File: src/rtl/cbt_pkg.sv
package cbt_pkg;
   typedef enum logic [1:0] {
      BK_COND    = 2'b00,
      BK_JUMP    = 2'b01,
      BK_CALL_HI = 2'b10,
      BK_CALL_LO = 2'b11
   } br_kind_e;
endpackage

File: src/rtl/cbt_offset_ext.sv
module cbt_offset_ext #(
   parameter int IN_W  = 8,
   parameter int OUT_W = 32,
   parameter int SHIFT = 1
) (
   input  logic [IN_W-1:0]  raw_i,
   output logic [OUT_W-1:0] ext_o
);
   localparam int SIGN_W = OUT_W - IN_W - SHIFT;

   if (SIGN_W < 1) begin : g_bad_width
      $error("cbt_offset_ext: OUT_W too small for IN_W plus SHIFT");
   end

   if (SHIFT == 0) begin : g_noshift
      assign ext_o = {{SIGN_W{raw_i[IN_W-1]}}, raw_i};
   end else begin : g_shift
      assign ext_o = {{SIGN_W{raw_i[IN_W-1]}}, raw_i, {SHIFT{1'b0}}};
   end
endmodule

File: src/rtl/cbt_call_hold.sv
module cbt_call_hold #(
   parameter int ADDR_W = 32
) (
   input  logic              clk,
   input  logic              rst_n,
   input  logic              arm_i,
   input  logic              clear_i,
   input  logic [ADDR_W-1:0] base_i,
   output logic              pending_o,
   output logic [ADDR_W-1:0] base_o
);
   always_ff @(posedge clk or negedge rst_n) begin
      if (!rst_n) begin
         pending_o <= 1'b0;
         base_o    <= '0;
      end else if (arm_i) begin
         pending_o <= 1'b1;
         base_o    <= base_i;
      end else if (clear_i) begin
         pending_o <= 1'b0;
      end
   end
endmodule

File: src/rtl/cbt_gen.sv
module cbt_gen #(
   parameter int ADDR_W     = 32,
   parameter int COND_W     = 8,
   parameter int JUMP_W     = 11,
   parameter int HALF_W     = 11,
   parameter int INSN_BYTES = 2,
   parameter int PC_AHEAD   = 4
) (
   input  logic              clk,
   input  logic              rst_n,
   input  logic              br_valid_i,
   input  logic [1:0]        br_kind_i,
   input  logic [HALF_W-1:0] br_off_i,
   input  logic [ADDR_W-1:0] pc_i,
   input  logic              cond_pass_i,
   output logic [ADDR_W-1:0] target_o,
   output logic              take_o,
   output logic [ADDR_W-1:0] link_o,
   output logic              link_valid_o,
   output logic              orphan_err_o
);
   import cbt_pkg::*;

   localparam int HI_SHIFT = HALF_W + 1;
   localparam int LO_PAD   = ADDR_W - HALF_W - 1;

   if (COND_W > HALF_W || JUMP_W > HALF_W) begin : g_chk_field
      $error("cbt_gen: offset widths must fit the HALF_W field");
   end
   if (ADDR_W < 2 * HALF_W + 2) begin : g_chk_addr
      $error("cbt_gen: ADDR_W too narrow for the joined call offset");
   end

   br_kind_e          kind;
   logic [ADDR_W-1:0] pc_ahead, cond_ext, jump_ext, hi_ext, lo_ext;
   logic [ADDR_W-1:0] held_base;
   logic              held;
   logic              arm_hi, clear_hi;
   logic [ADDR_W-1:0] tgt_d, link_d;
   logic              take_d, lv_d, err_d, upd_tgt;

   assign kind     = br_kind_e'(br_kind_i);
   assign pc_ahead = pc_i + ADDR_W'(PC_AHEAD);
   assign lo_ext   = {{LO_PAD{1'b0}}, br_off_i, 1'b0};

   cbt_offset_ext #(.IN_W(COND_W), .OUT_W(ADDR_W), .SHIFT(1)) u_cond_ext (
      .raw_i(br_off_i[COND_W-1:0]), .ext_o(cond_ext));
   cbt_offset_ext #(.IN_W(JUMP_W), .OUT_W(ADDR_W), .SHIFT(1)) u_jump_ext (
      .raw_i(br_off_i[JUMP_W-1:0]), .ext_o(jump_ext));
   cbt_offset_ext #(.IN_W(HALF_W), .OUT_W(ADDR_W), .SHIFT(HI_SHIFT)) u_hi_ext (
      .raw_i(br_off_i), .ext_o(hi_ext));

   assign arm_hi   = br_valid_i && (kind == BK_CALL_HI);
   assign clear_hi = br_valid_i && (kind != BK_CALL_HI);

   cbt_call_hold #(.ADDR_W(ADDR_W)) u_hold (
      .clk(clk), .rst_n(rst_n), .arm_i(arm_hi), .clear_i(clear_hi),
      .base_i(pc_ahead + hi_ext), .pending_o(held), .base_o(held_base));

   always_comb begin
      take_d  = 1'b0;
      lv_d    = 1'b0;
      err_d   = 1'b0;
      upd_tgt = 1'b0;
      tgt_d   = target_o;
      link_d  = pc_i + ADDR_W'(INSN_BYTES);
      link_d[0] = 1'b1;
      if (br_valid_i) begin
         unique case (kind)
            BK_COND: begin
               upd_tgt = 1'b1;
               tgt_d   = pc_ahead + cond_ext;
               take_d  = cond_pass_i;
            end
            BK_JUMP: begin
               upd_tgt = 1'b1;
               tgt_d   = pc_ahead + jump_ext;
               take_d  = 1'b1;
            end
            BK_CALL_HI: ;
            BK_CALL_LO: begin
               if (held) begin
                  upd_tgt = 1'b1;
                  tgt_d   = held_base + lo_ext;
                  take_d  = 1'b1;
                  lv_d    = 1'b1;
               end else begin
                  err_d   = 1'b1;
               end
            end
            default: ;
         endcase
      end
   end

   always_ff @(posedge clk or negedge rst_n) begin
      if (!rst_n) begin
         target_o     <= '0;
         link_o       <= '0;
         take_o       <= 1'b0;
         link_valid_o <= 1'b0;
         orphan_err_o <= 1'b0;
      end else begin
         take_o       <= take_d;
         link_valid_o <= lv_d;
         orphan_err_o <= err_d;
         if (upd_tgt) target_o <= tgt_d;
         if (lv_d)    link_o   <= link_d;
      end
   end
endmodule

File: config.mk
export PLATFORM = sky130hd
export DESIGN_NAME = cbt_gen
export DESIGN_NICKNAME = d
export VERILOG_FILES = /design/src/rtl/cbt_pkg.sv /design/src/rtl/cbt_offset_ext.sv /design/src/rtl/cbt_call_hold.sv /design/src/rtl/cbt_gen.sv
export SDC_FILE = /design/constraint.sdc
export NUM_CORES = 1
export LEC_CHECK = 0
export ABC_AREA = 1
export BUFFER_PORTS_ARGS = -buffer_cell sky130_fd_sc_hd__buf_2
export CAP_MARGIN = 30
export CORE_ASPECT_RATIO = 0.8
export CORE_MARGIN = 1.5
export CORE_UTILIZATION = 65
export CTS_CLUSTER_DIAMETER = 30
export DETAILED_ROUTE_END_ITERATION = 8
export PLACE_DENSITY_LB_ADDON = 0.08
export RECOVER_POWER = 50
export SYNTH_ARGS = -nofsm -noshare
export SYNTH_HDL_FRONTEND = slang
export SYNTH_HIERARCHICAL = 1
export SYNTH_SLANG_ARGS = --single-unit
File: constraint.sdc
create_clock -name clk -period 5.22 [get_ports clk]
set_clock_uncertainty 0.2 [all_clocks]
set_input_delay 1.044 -clock clk [delete_from_list [all_inputs] [get_ports clk]]
set_output_delay 1.044 -clock clk [all_outputs]
set_load 0.005 [all_outputs]
==> flow_summary.json, run 1 <==
{
  "vias": 12100,
  "register_area_um2": 2500,
  "syn_area_per_cell_um2": 6.36,
  "fin_area_um2": 12200,
  "fin_tns_setup_ns": 0,
  "rsz0062_at_grt": "false",
  "cts_resized": 0,
  "port_buffers": 115,
  "nFillCells": 1599,
  "layout_min_cycle_time_ns": 4.56,
  "power_frac_seq_pct": 33.6,
  "netlist_area_um2": 11800,
  "cp-end-kind": "flip-flop",
  "io_pins": 116,
  "switching_share_pct": 42.4,
  "violations": "max-capacitance violations, max-slew violations",
  "worst_path_max_delay_cell": "or2_1",
  "holdPathEnd": "target_o[3]",
  "place_congestion": 1.11,
  "initial_core_util_pct": 67.3,
  "firstDrtPassIters": 6,
  "outcome": "complete, but fails checks",
  "hold_start": "target_o[3]",
  "drtIter0Drc": 1333,
  "cap_violations": 1,
  "drc": 0,
  "clock.fmax_mhz": 219,
  "wl_per_cell_um": 17.6,
  "first_global_vias": 10900,
  "cellLeakagePower_nw": 6.58,
  "power_switching_mw": 1.41,
  "die_w_um": 154,
  "ys_ff_latch": 100,
  "cts_made_buffers": 9,
  "routed_wl_um": 37200,
  "multiInputGateArea_um2": 7620,
  "combPwrFrac_pct": 43.4,
  "powerDensity_nw_per_um2": 272,
  "yosys_warnings": 6,
  "tightest_slew_ns": 2.18,
  "synth-edff-count": 0,
  "clock_path_buffers": 2,
  "ys.flop_type": "dfrtp_1",
  "ys_seq_area_share_pct": 21.1,
  "cp.arrival_ns": 4.65,
  "synth_area_leader_cell": "dfrtp_1",
  "ant_nets": 0,
  "cts-root-buf": "clkbuf_16",
  "nNetsFinal": 2009,
  "dp_cells": 2096,
  "netlist.area_leader.share_pct": 21.1,
  "start_kind": "input port",
  "final.period_utilization_pct": 87.4,
  "grt_max_degree": 65,
  "hp-class": "flip-flop to flip-flop",
  "drv_slew": 37,
  "whs_path_depth": 2,
  "ir_worst_vdd_v": 0.000157,
  "finalNonFillerCells": 2113,
  "setup_viol": 0,
  "cp_max_fo": 20,
  "async_flop_share_pct": 100,
  "grt-ovfl-total": 0,
  "rr_worst_depth": 12,
  "clkLatencyLatePin_ns": 0.36,
  "ys_types": 54,
  "area_growth_syn_to_layout_pct": 2.97,
  "viasPerCell": 5.73,
  "worstPathRequired_ns": 5.30,
  "path_cells": "buf_2 > inv_1 > or2_1 > buf_4 > mux2_2 > ha_1 > nand2_1 > inv_1 > nand2_1 > nor3_1 > and2_1 > nand2_1 > nand3_1 > nand3_1 > a21boi_0",
  "slew_headroom_pct": -45.4,
  "place.detailed.hpwl_um": 30100,
  "r2r-end": "target_o[17]",
  "grt_usage_pct": 39.5,
  "cts_hold_buffers": 0,
  "worstReg2RegStart": "u_hold/base_o[1]",
  "cts_htree_levels": 3,
  "grt_pass1_wl_um": 57900,
  "critPathMaxStageDelay_ns": 0.61,
  "core_um2": 17600,
  "antenna_found_initial": 1,
  "die_y_um": 124,
  "reg2reg_slack_ns": 2.65,
  "dpl_cell_area_um2": 11900,
  "row_count": 43,
  "p_clk_share_pct": 23.1,
  "cts_tree": "built",
  "cts_sinks": 100,
  "synth.area.top_cells": "dfrtp_1 21%, nand2_1 20%, ha_1 7.9%",
  "cts_setup_buffers": 0,
  "critPathKind": "input port to flip-flop",
  "die_area_um2": 19000,
  "clk_pin_slew_ns": 0.08,
  "drive_above_1_share_pct": 12.2,
  "synthCells": 1863,
  "p_int_mw": 1.91,
  "crit_path_frequent_cell": "nand2_1",
  "hold_viol_final": 0
}
final cells by class:
| type | instances | area share (%) |
|---|---|---|
| multi-input combinational | 1430 | 62.5 |
| sequential | 100 | 20.5 |
| inverter | 216 | 6.72 |
| timing repair buffer | 125 | 5.14 |
| tap | 225 | 2.31 |
| clock buffer | 9 | 1.85 |
| clock inverter | 7 | 0.903 |
| antenna | 1 | 0.0205 |
placed cells by master, fill, tap and decap left out, types with 5 or more instances in the layout:
cell type	count
or2_2	13
nand2_1	639
mux2_2	31
nand3b_1	12
inv_2	5
clkbuf_16	9
a21oi_1	98
clkbuf_1	17
o21ai_0	69
o21ai_1	14
nand4_1	15
nor2_4	8
dfrtp_1	100
o21bai_1	7
nor3_1	29
o21a_1	5
nor2_1	150
conb_1	14
xor2_1	62
a21o_1	5
nand2_2	23
inv_1	209
nand3_1	88
xnor2_1	19
nor4_1	5
a21boi_0	8
buf_4	9
buf_2	99
ha_1	75
nor2_2	7
kinds of logic (layout without fill, tap and decap cells):
family / count (synthesis) / in the layout / share of synthesized area [%]
xor+xnor: 82 / 82 / 6.13
other cells: 3 / 15 / 0.0951
fa+ha+maj: 78 / 78 / 8.43
mux: 31 / 31 / 2.95
buf+inv: 344 / 357 / 14.9
flops: 100 / 100 / 21.1
compound gates: 221 / 221 / 10.3
simple gates: 1004 / 1004 / 36.1
synthesized netlist by cell type, types with 7 or more instances:
| cell | instances |
|---|---|
| xor2_1 | 62 |
| o21ai_0 | 69 |
| a21boi_0 | 8 |
| inv_1 | 209 |
| nand2_2 | 24 |
| nand3b_1 | 12 |
| clkbuf_1 | 9 |
| buf_4 | 98 |
| nand4_1 | 15 |
| nor2_1 | 151 |
| xnor2_1 | 19 |
| o21bai_1 | 7 |
| nor2_4 | 7 |
| nand2_1 | 638 |
| ha_1 | 75 |
| nand3_1 | 88 |
| or2_2 | 13 |
| a21oi_1 | 98 |
| nor3_1 | 29 |
| mux2_2 | 31 |
| dfrtp_1 | 100 |
| buf_2 | 13 |
| nor2_2 | 7 |
| o21ai_1 | 14 |
sequential cells by signal (all words and copies together) (netlist names):
name              count
u_hold/pending_o      1
u_hold/base_o        32
target_o             32
take_o                1
link_valid_o          1
orphan_err_o          1
link_o               32
routing by layer:
metal  part of all wire [%]  track usage, %  up-vias
met5                   0.19            2.91        -
met4                    3.1            13.7        2
met3                     12            10.3       89
met2                     41            59.1      720
met1                     43            55.1     5460
li1                       -               -     5838
how the worst max path moves through the flow:
| stage | startpoint | end | slack [ns] | depth (start not counted) |
|---|---|---|---|---|
| after floorplan | pc_i[4] | u_hold/base_o[31] | 1.64 | 19 |
| after global placement | br_kind_i[0] | target_o[29] | 0.45 | 15 |
| after detailed placement | br_kind_i[0] | target_o[29] | 0.48 | 15 |
| after CTS | br_kind_i[0] | target_o[29] | 0.86 | 15 |
| after global routing | br_kind_i[0] | target_o[29] | 0.56 | 15 |
| final | br_kind_i[0] | target_o[29] | 0.66 | 15 |
metrics by stage:
step	total power [mW]	utilization, %	setup slack [ns]	hold WS, ns
floorplan	2.08	-	1.64	0.243
global placement	2.49	67.5	0.449	0.248
detailed placement	2.52	67.5	0.484	0.258
CTS	3.29	69.5	0.857	0.274
global route	3.54	69.3	0.556	0.296
finish	3.32	69.3	0.659	0.276
power groups by stage:
stage | Sequential (mW) | Clock [mW] | Combinational, mW
floorplan | 1.10 | 0 | 0.982
global placement | 1.12 | 0 | 1.38
detailed placement | 1.12 | 0 | 1.40
CTS | 1.11 | 0.773 | 1.41
global route | 1.13 | 0.796 | 1.61
finish | 1.11 | 0.766 | 1.44
worst max-delay path, delay by kind of cell:
kind	cells	cell delay, ns
buf+inv	4	0.69
simple gates	8	1.93
fa+ha+maj	1	0.40
compound gates	1	0.19
mux	1	0.37
(Power assumes the default switching activity.)
==> inputs of run 2 (changes only) <==
--- a/config.mk
+++ b/config.mk
@@ -6,5 +6,5 @@
 export NUM_CORES = 1
 export LEC_CHECK = 0
-export ABC_AREA = 1
+export ABC_AREA = 0
 export BUFFER_PORTS_ARGS = -buffer_cell sky130_fd_sc_hd__buf_2
 export CAP_MARGIN = 30
@@ -16,4 +16,5 @@
 export PLACE_DENSITY_LB_ADDON = 0.08
 export RECOVER_POWER = 50
+export SKIP_CTS_REPAIR_TIMING = 1
 export SYNTH_ARGS = -nofsm -noshare
 export SYNTH_HDL_FRONTEND = slang
==> constraint.sdc (replaced) <==
create_clock -name clk -period 5.22 [get_ports clk]
set_clock_uncertainty 0.2 [all_clocks]
set_input_delay 0.522 -clock clk [delete_from_list [all_inputs] [get_ports clk]]
set_output_delay 0.522 -clock clk [all_outputs]
set_load 0.005 [all_outputs]
==> run 2 against run 1 <==
The flow still finishes with violations (max-capacitance violations, max-slew violations). Sequential cell count unchanged. Critical path type unchanged. First-iteration DRC count decreased by 46%. Design area decreased by 13%. Count of clock-buffer cells in the layout increased by 1. Sequential power increased by 8%. Critical endpoint is now target_o[30]. Largest cell class unchanged.
==> flow_summary.json, run 2 <==
{
  "clock_path_buffers": 2,
  "place_congestion": 0.972,
  "syn_area_per_cell_um2": 8.47,
  "p_clk_share_pct": 20.6,
  "netlist.area_leader.share_pct": 24.1,
  "setup_viol": 0,
  "die_w_um": 144,
  "row_count": 41,
  "start_kind": "input port",
  "cts_htree_levels": 3,
  "die_area_um2": 16800,
  "hold_start": "cond_pass_i",
  "switching_share_pct": 39.2,
  "drive_above_1_share_pct": 14.5,
  "nFillCells": 1338,
  "yosys_warnings": 6,
  "nNetsFinal": 1360,
  "clkLatencyLatePin_ns": 0.35,
  "critPathLaunch": "pc_i[3]",
  "cap_violations": 2,
  "cp.arrival_ns": 4.25,
  "viasPerCell": 6.08,
  "grt-ovfl-total": 0,
  "cp_max_fo": 8,
  "hold_slack_ns": 0.196,
  "routed_wl_um": 26400,
  "combPwrFrac_pct": 43.7,
  "worstPathRequired_ns": 5.27,
  "async_flop_share_pct": 100,
  "fin_tns_setup_ns": 0,
  "violations": "max-capacitance violations, max-slew violations",
  "place.detailed.hpwl_um": 20700,
  "core_um2": 15700,
  "area_growth_syn_to_layout_pct": 2.26,
  "outcome": "complete, but fails checks",
  "ys_types": 76,
  "synth_area_leader_cell": "dfrtp_1",
  "clock.fmax_mhz": 238,
  "ant_nets": 0,
  "diodes": 0,
  "first_global_vias": 7783,
  "hold_viol_final": 0,
  "synth_common_cells": "135 x nand2_1, 100 x dfrtp_1, 96 x buf_4, 84 x o21ai_0, 76 x nor2_1",
  "initial_core_util_pct": 66.2,
  "grt_max_degree": 70,
  "ys_seq_area_share_pct": 24.1,
  "tightest_slew_ns": 2.77,
  "cts-root-buf": "clkbuf_16",
  "netlist_area_um2": 10400,
  "hp-class": "input port to flip-flop",
  "cts_tree": "built",
  "final.period_utilization_pct": 80.5,
  "worstReg2RegStart": "u_hold/base_o[1]",
  "cts_made_buffers": 9,
  "ys_ff_latch": 100,
  "reg_top3": "link_o (32), target_o (32), u_hold/base_o (32)",
  "antenna_found_initial": 1,
  "critPathKind": "input port to flip-flop",
  "firstDrtPassIters": 5,
  "powerDensity_nw_per_um2": 315,
  "drc": 0,
  "synth.area.top_cells": "dfrtp_1 24%, ha_1 9.0%, buf_4 6.9%",
  "wl_per_cell_um": 18.2,
  "cp-end-kind": "flip-flop",
  "rsz0062_at_grt": "false",
  "cellLeakagePower_nw": 4.79,
  "power_frac_seq_pct": 35.7,
  "io_pins": 116,
  "final_cell_mix": "134 x nand2_1, 100 x dfrtp_1, 84 x o21ai_0",
  "ir_worst_vdd_v": 0.000165,
  "clk_pin_slew_ns": 0.08,
  "power_mw": 3.35,
  "slew_headroom_pct": -84.7,
  "power_switching_mw": 1.31,
  "final_common_cell": "nand2_1",
  "drtIter0Drc": 714,
  "layout_min_cycle_time_ns": 4.20,
  "die_y_um": 116,
  "synthCells": 1227,
  "synth-edff-count": 0,
  "drv_slew": 83,
  "synth.most_common_cell": "nand2_1",
  "vias": 8829,
  "ys.flop_type": "dfrtp_1",
  "port_buffers": 115,
  "grt_pass1_wl_um": 41500,
  "grt_usage_pct": 32.0,
  "cts_sinks": 100,
  "p_int_mw": 2.04
}
==> run 2: power by group through the flow <==
stage / combinational, mW / clock, mW / sequential [mW]
2_1_floorplan: 1.10 / 0 / 1.15
3_3_place_gp: 1.44 / 0 / 1.19
3_5_place_dp: 1.46 / 0 / 1.20
4_1_cts: 1.47 / 0.699 / 1.18
5_1_grt: 1.63 / 0.725 / 1.22
6_report: 1.47 / 0.689 / 1.20
==> run 2: cells by family after synthesis <==
family | share of synthesized area [%]
compound gates | 18.8
xor+xnor | 10.3
fa+ha+maj | 9.61
buf+inv | 10.2
flops | 24.1
mux | 8.65
other cells | 0.108
simple gates | 18.3
==> run 2: metal layers <==
layer / wire length (µm) / GRT usage (%)
met5: 0 / 0
met4: 267 / 5.19
met3: 1990 / 5.82
met2: 10500 / 44.9
met1: 13600 / 51.3
==> run 2: per-stage QoR <==
| step | instances | cell area, µm² | setup slack (ns) | util (%) |
|---|---|---|---|---|
| 2_1_floorplan | 1238 | 10400 | 1.14 | - |
| 6_report | 1453 | 10600 | 1.02 | 67.7 |
| 5_1_grt | 1453 | 10600 | 0.770 | 67.7 |
| 4_1_cts | 1453 | 10700 | 1.13 | 68.1 |
| 3_5_place_dp | 1437 | 10400 | 0.772 | 66.3 |
| 3_3_place_gp | 1437 | 10400 | 0.814 | 66.3 |
==> run 2: worst max-delay path: stages <==
cell	delay [ns]
buf_2	0.16
ha_1	0.31
nand2_1	0.14
nor4_4	0.45
nand4_1	0.22
nor2_1	0.26
and3_1	0.28
xor2_1	0.30
ha_1	0.33
a21oi_1	0.10
nor2b_1	0.22
nor3_1	0.11
a21o_1	0.18
a21oi_1	0.15
a2bb2oi_1	0.16
o21ai_0	0.09
a211o_1	0.24
==> run 2: worst paths after layout <==
path,endpoint,cells after the start,slack (ns)
setup / recovery,target_o[30],17,1.02
hold / removal,take_o,3,0.20
setup reg to reg,target_o[25],11,1.91
hold reg to reg,link_o[0],1,0.27
max in group asynchronous,u_hold/base_o[25],2,1.53
min in group asynchronous,target_o[0],1,0.84
==> run 2: final cells by class <==
class | count | area (µm²) | area share (%)
Clock buffer | 10 | 229 | 2.15
Inverter | 26 | 97.6 | 0.918
Clock inverter | 6 | 63.8 | 0.600
Sequential cell | 100 | 2500 | 23.5
Multi-Input combinational cell | 972 | 6890 | 64.8
Tap cell | 215 | 269 | 2.53
Timing Repair Buffer | 124 | 576 | 5.42
==> inputs of run 3 (changes only) <==
- ABC_AREA: 0 -> 1
- CORE_UTILIZATION: 65 -> 56
- clock period: 5.22 -> 3.6 ns (I/O delays scaled with it)
==> run 3 against run 2 <==
The flow still finishes with violations (max-capacitance violations, max-slew violations). Global-route usage rose by 2.7 points. Hold slack got worse by 0.16 ns. Wire length up 42%. Critical path type unchanged. Register-to-register slack worse by 1.1 ns.
==> flow_summary.json, run 3 (same netlist as run 1, synthesis figures left out) <==
{
  "firstDrtPassIters": 5,
  "clock_path_buffers": 2,
  "area_growth_syn_to_layout_pct": 9.82,
  "io_pins": 116,
  "slew_headroom_pct": -8.65,
  "cp.arrival_ns": 3.48,
  "drive_above_1_share_pct": 15.7,
  "drc": 0,
  "critPathMaxStageDelay_ns": 0.35,
  "clock.fmax_mhz": 295,
  "hp-class": "input port to flip-flop",
  "layout_min_cycle_time_ns": 3.39,
  "drtIter0Drc": 1097,
  "hold_viol_final": 0,
  "grt-ovfl-total": 0,
  "reg2reg_slack_ns": 0.82,
  "routed_wl_um": 37500,
  "critPathKind": "input port to flip-flop",
  "crit_buf_inv": 5,
  "cellLeakagePower_nw": 7.03,
  "vias": 12000,
  "diodes": 0,
  "worst_path_max_delay_cell": "xnor2_1",
  "clk_pin_slew_ns": 0.07,
  "violations": "max-capacitance violations, max-slew violations",
  "drv_slew": 61,
  "die_area_um2": 22000,
  "row_count": 47,
  "final.period_utilization_pct": 94.1,
  "die_w_um": 166,
  "core_um2": 20700,
  "dpl_cell_area_um2": 12700,
  "grt_usage_pct": 34.8,
  "cts-root-buf": "clkbuf_16",
  "final_common_cell": "nand2_1",
  "reg_top3": "link_o (32), target_o (32), u_hold/base_o (32)",
  "nFillCells": 2100,
  "cts_tree": "built",
  "die_y_um": 133,
  "cap_violations": 1,
  "worstPathRequired_ns": 3.69,
  "tightest_slew_ns": 1.63,
  "place_congestion": 0.949,
  "port_buffers": 115,
  "cp_max_fo": 5,
  "final_cell_mix": "639 x nand2_1, 210 x inv_1, 152 x nor2_1",
  "cts_htree_levels": 3,
  "place.detailed.hpwl_um": 31000,
  "start_kind": "input port",
  "grt_max_degree": 62,
  "nNetsFinal": 2111,
  "ir_worst_vdd_v": 0.000308,
  "rsz0062_at_grt": "false",
  "powerDensity_nw_per_um2": 376,
  "antenna_found_initial": 0,
  "cts_sinks": 100,
  "power_mw": 4.89,
  "clkLatencyLatePin_ns": 0.36,
  "grt_pass1_wl_um": 59000,
  "initial_core_util_pct": 57.2,
  "hold_slack_ns": 0.0352,
  "first_global_vias": 11100,
  "crit_path_frequent_cell": "nand2_1",
  "ant_nets": 0,
  "viasPerCell": 5.33,
  "path_cells": "buf_2 > ha_1 > nand2_1 > nor2_1 > buf_4 > inv_1 > nor2_2 > nand2_1 > xnor2_1 > buf_4 > ha_1 > nand2_1 > inv_1 > a21oi_1 > o21ai_0 > a21oi_1 > nand2_1 > nand2_1 > nand3_1 > a21boi_0",
  "cp-end-kind": "flip-flop",
  "setup_viol": 0,
  "outcome": "complete, but fails checks",
  "cp_top_family": "compound AO/OA/AOI/OAI gates",
  "fin_tns_setup_ns": 0,
  "fin_area_um2": 13000,
  "cts_made_buffers": 9,
  "wl_per_cell_um": 16.6
}
[run 3: cell types whose count changed in the layout (fill, tap and decap cells not counted), moves of 48 or more]
cell / delta
nand2_1: +505
nor2_1: +77
buf_4: +100
nand3_1: +48
xnor2_1: -49
inv_1: +184
[run 3: worst paths after layout]
path,from,depth (start not counted),end
setup / recovery,pc_i[3],20,target_o[29]
hold / removal,cond_pass_i,3,take_o
setup reg to reg,u_hold/pending_o,6,link_o[30]
hold reg to reg,link_o[0],1,link_o[0]
max in group asynchronous,rst_n,2,link_o[28]
min in group asynchronous,rst_n,2,link_valid_o
[run 3: stage by stage]
step	utilization, %	worst slack [ns]	std cells
final	62.8	0.213	2258
after global routing	62.8	0.00904	2258
after CTS	63.0	0.116	2257
after detailed placement	61.4	-0.254	2241
after global placement	61.4	-0.236	2241
after floorplan	-	0.705	1874
[run 3: report_power, final]
group	switching (mW)	total [mW]	internal (mW)
Sequential	0.214	1.61	1.39
Combinational	1.34	2.19	0.847
Clock	0.481	1.09	0.614
Total	2.04	4.89	2.85
[run 3: layer usage]
| layer | GRT usage [%] | vias to the layer above | wire length, µm | share of wire (%) |
|---|---|---|---|---|
| met3 | 6.83 | 72 | 3320 | 8.8 |
| met5 | 0 | - | 0 | 0 |
| met4 | 10.2 | 0 | 1070 | 2.8 |
| li1 | - | 6064 | - | - |
| met2 | 51.4 | 464 | 15400 | 41 |
| met1 | 50.7 | 5440 | 17700 | 47 |
[run 3: worst reg2reg max path: stages, from the launching register on]
cell and delay [ns]:
dfrtp_1 0.38, nand2_1 0.09, nor2_1 0.92, inv_2 0.68, a21oi_1 0.27, o21ai_1 0.10
nand2_1 0.08
[run 3: area by class of cell]
type                    count  area (µm²)  area share [%]
clock inverters             5        83.8           0.645
well taps                 269         337            2.59
flip-flops and latches    100        2500            19.2
multi-input cells        1430        7630            58.7
clock buffers              11         233            1.79
repair buffers            227        1400            10.8
inverters                 216         820            6.30
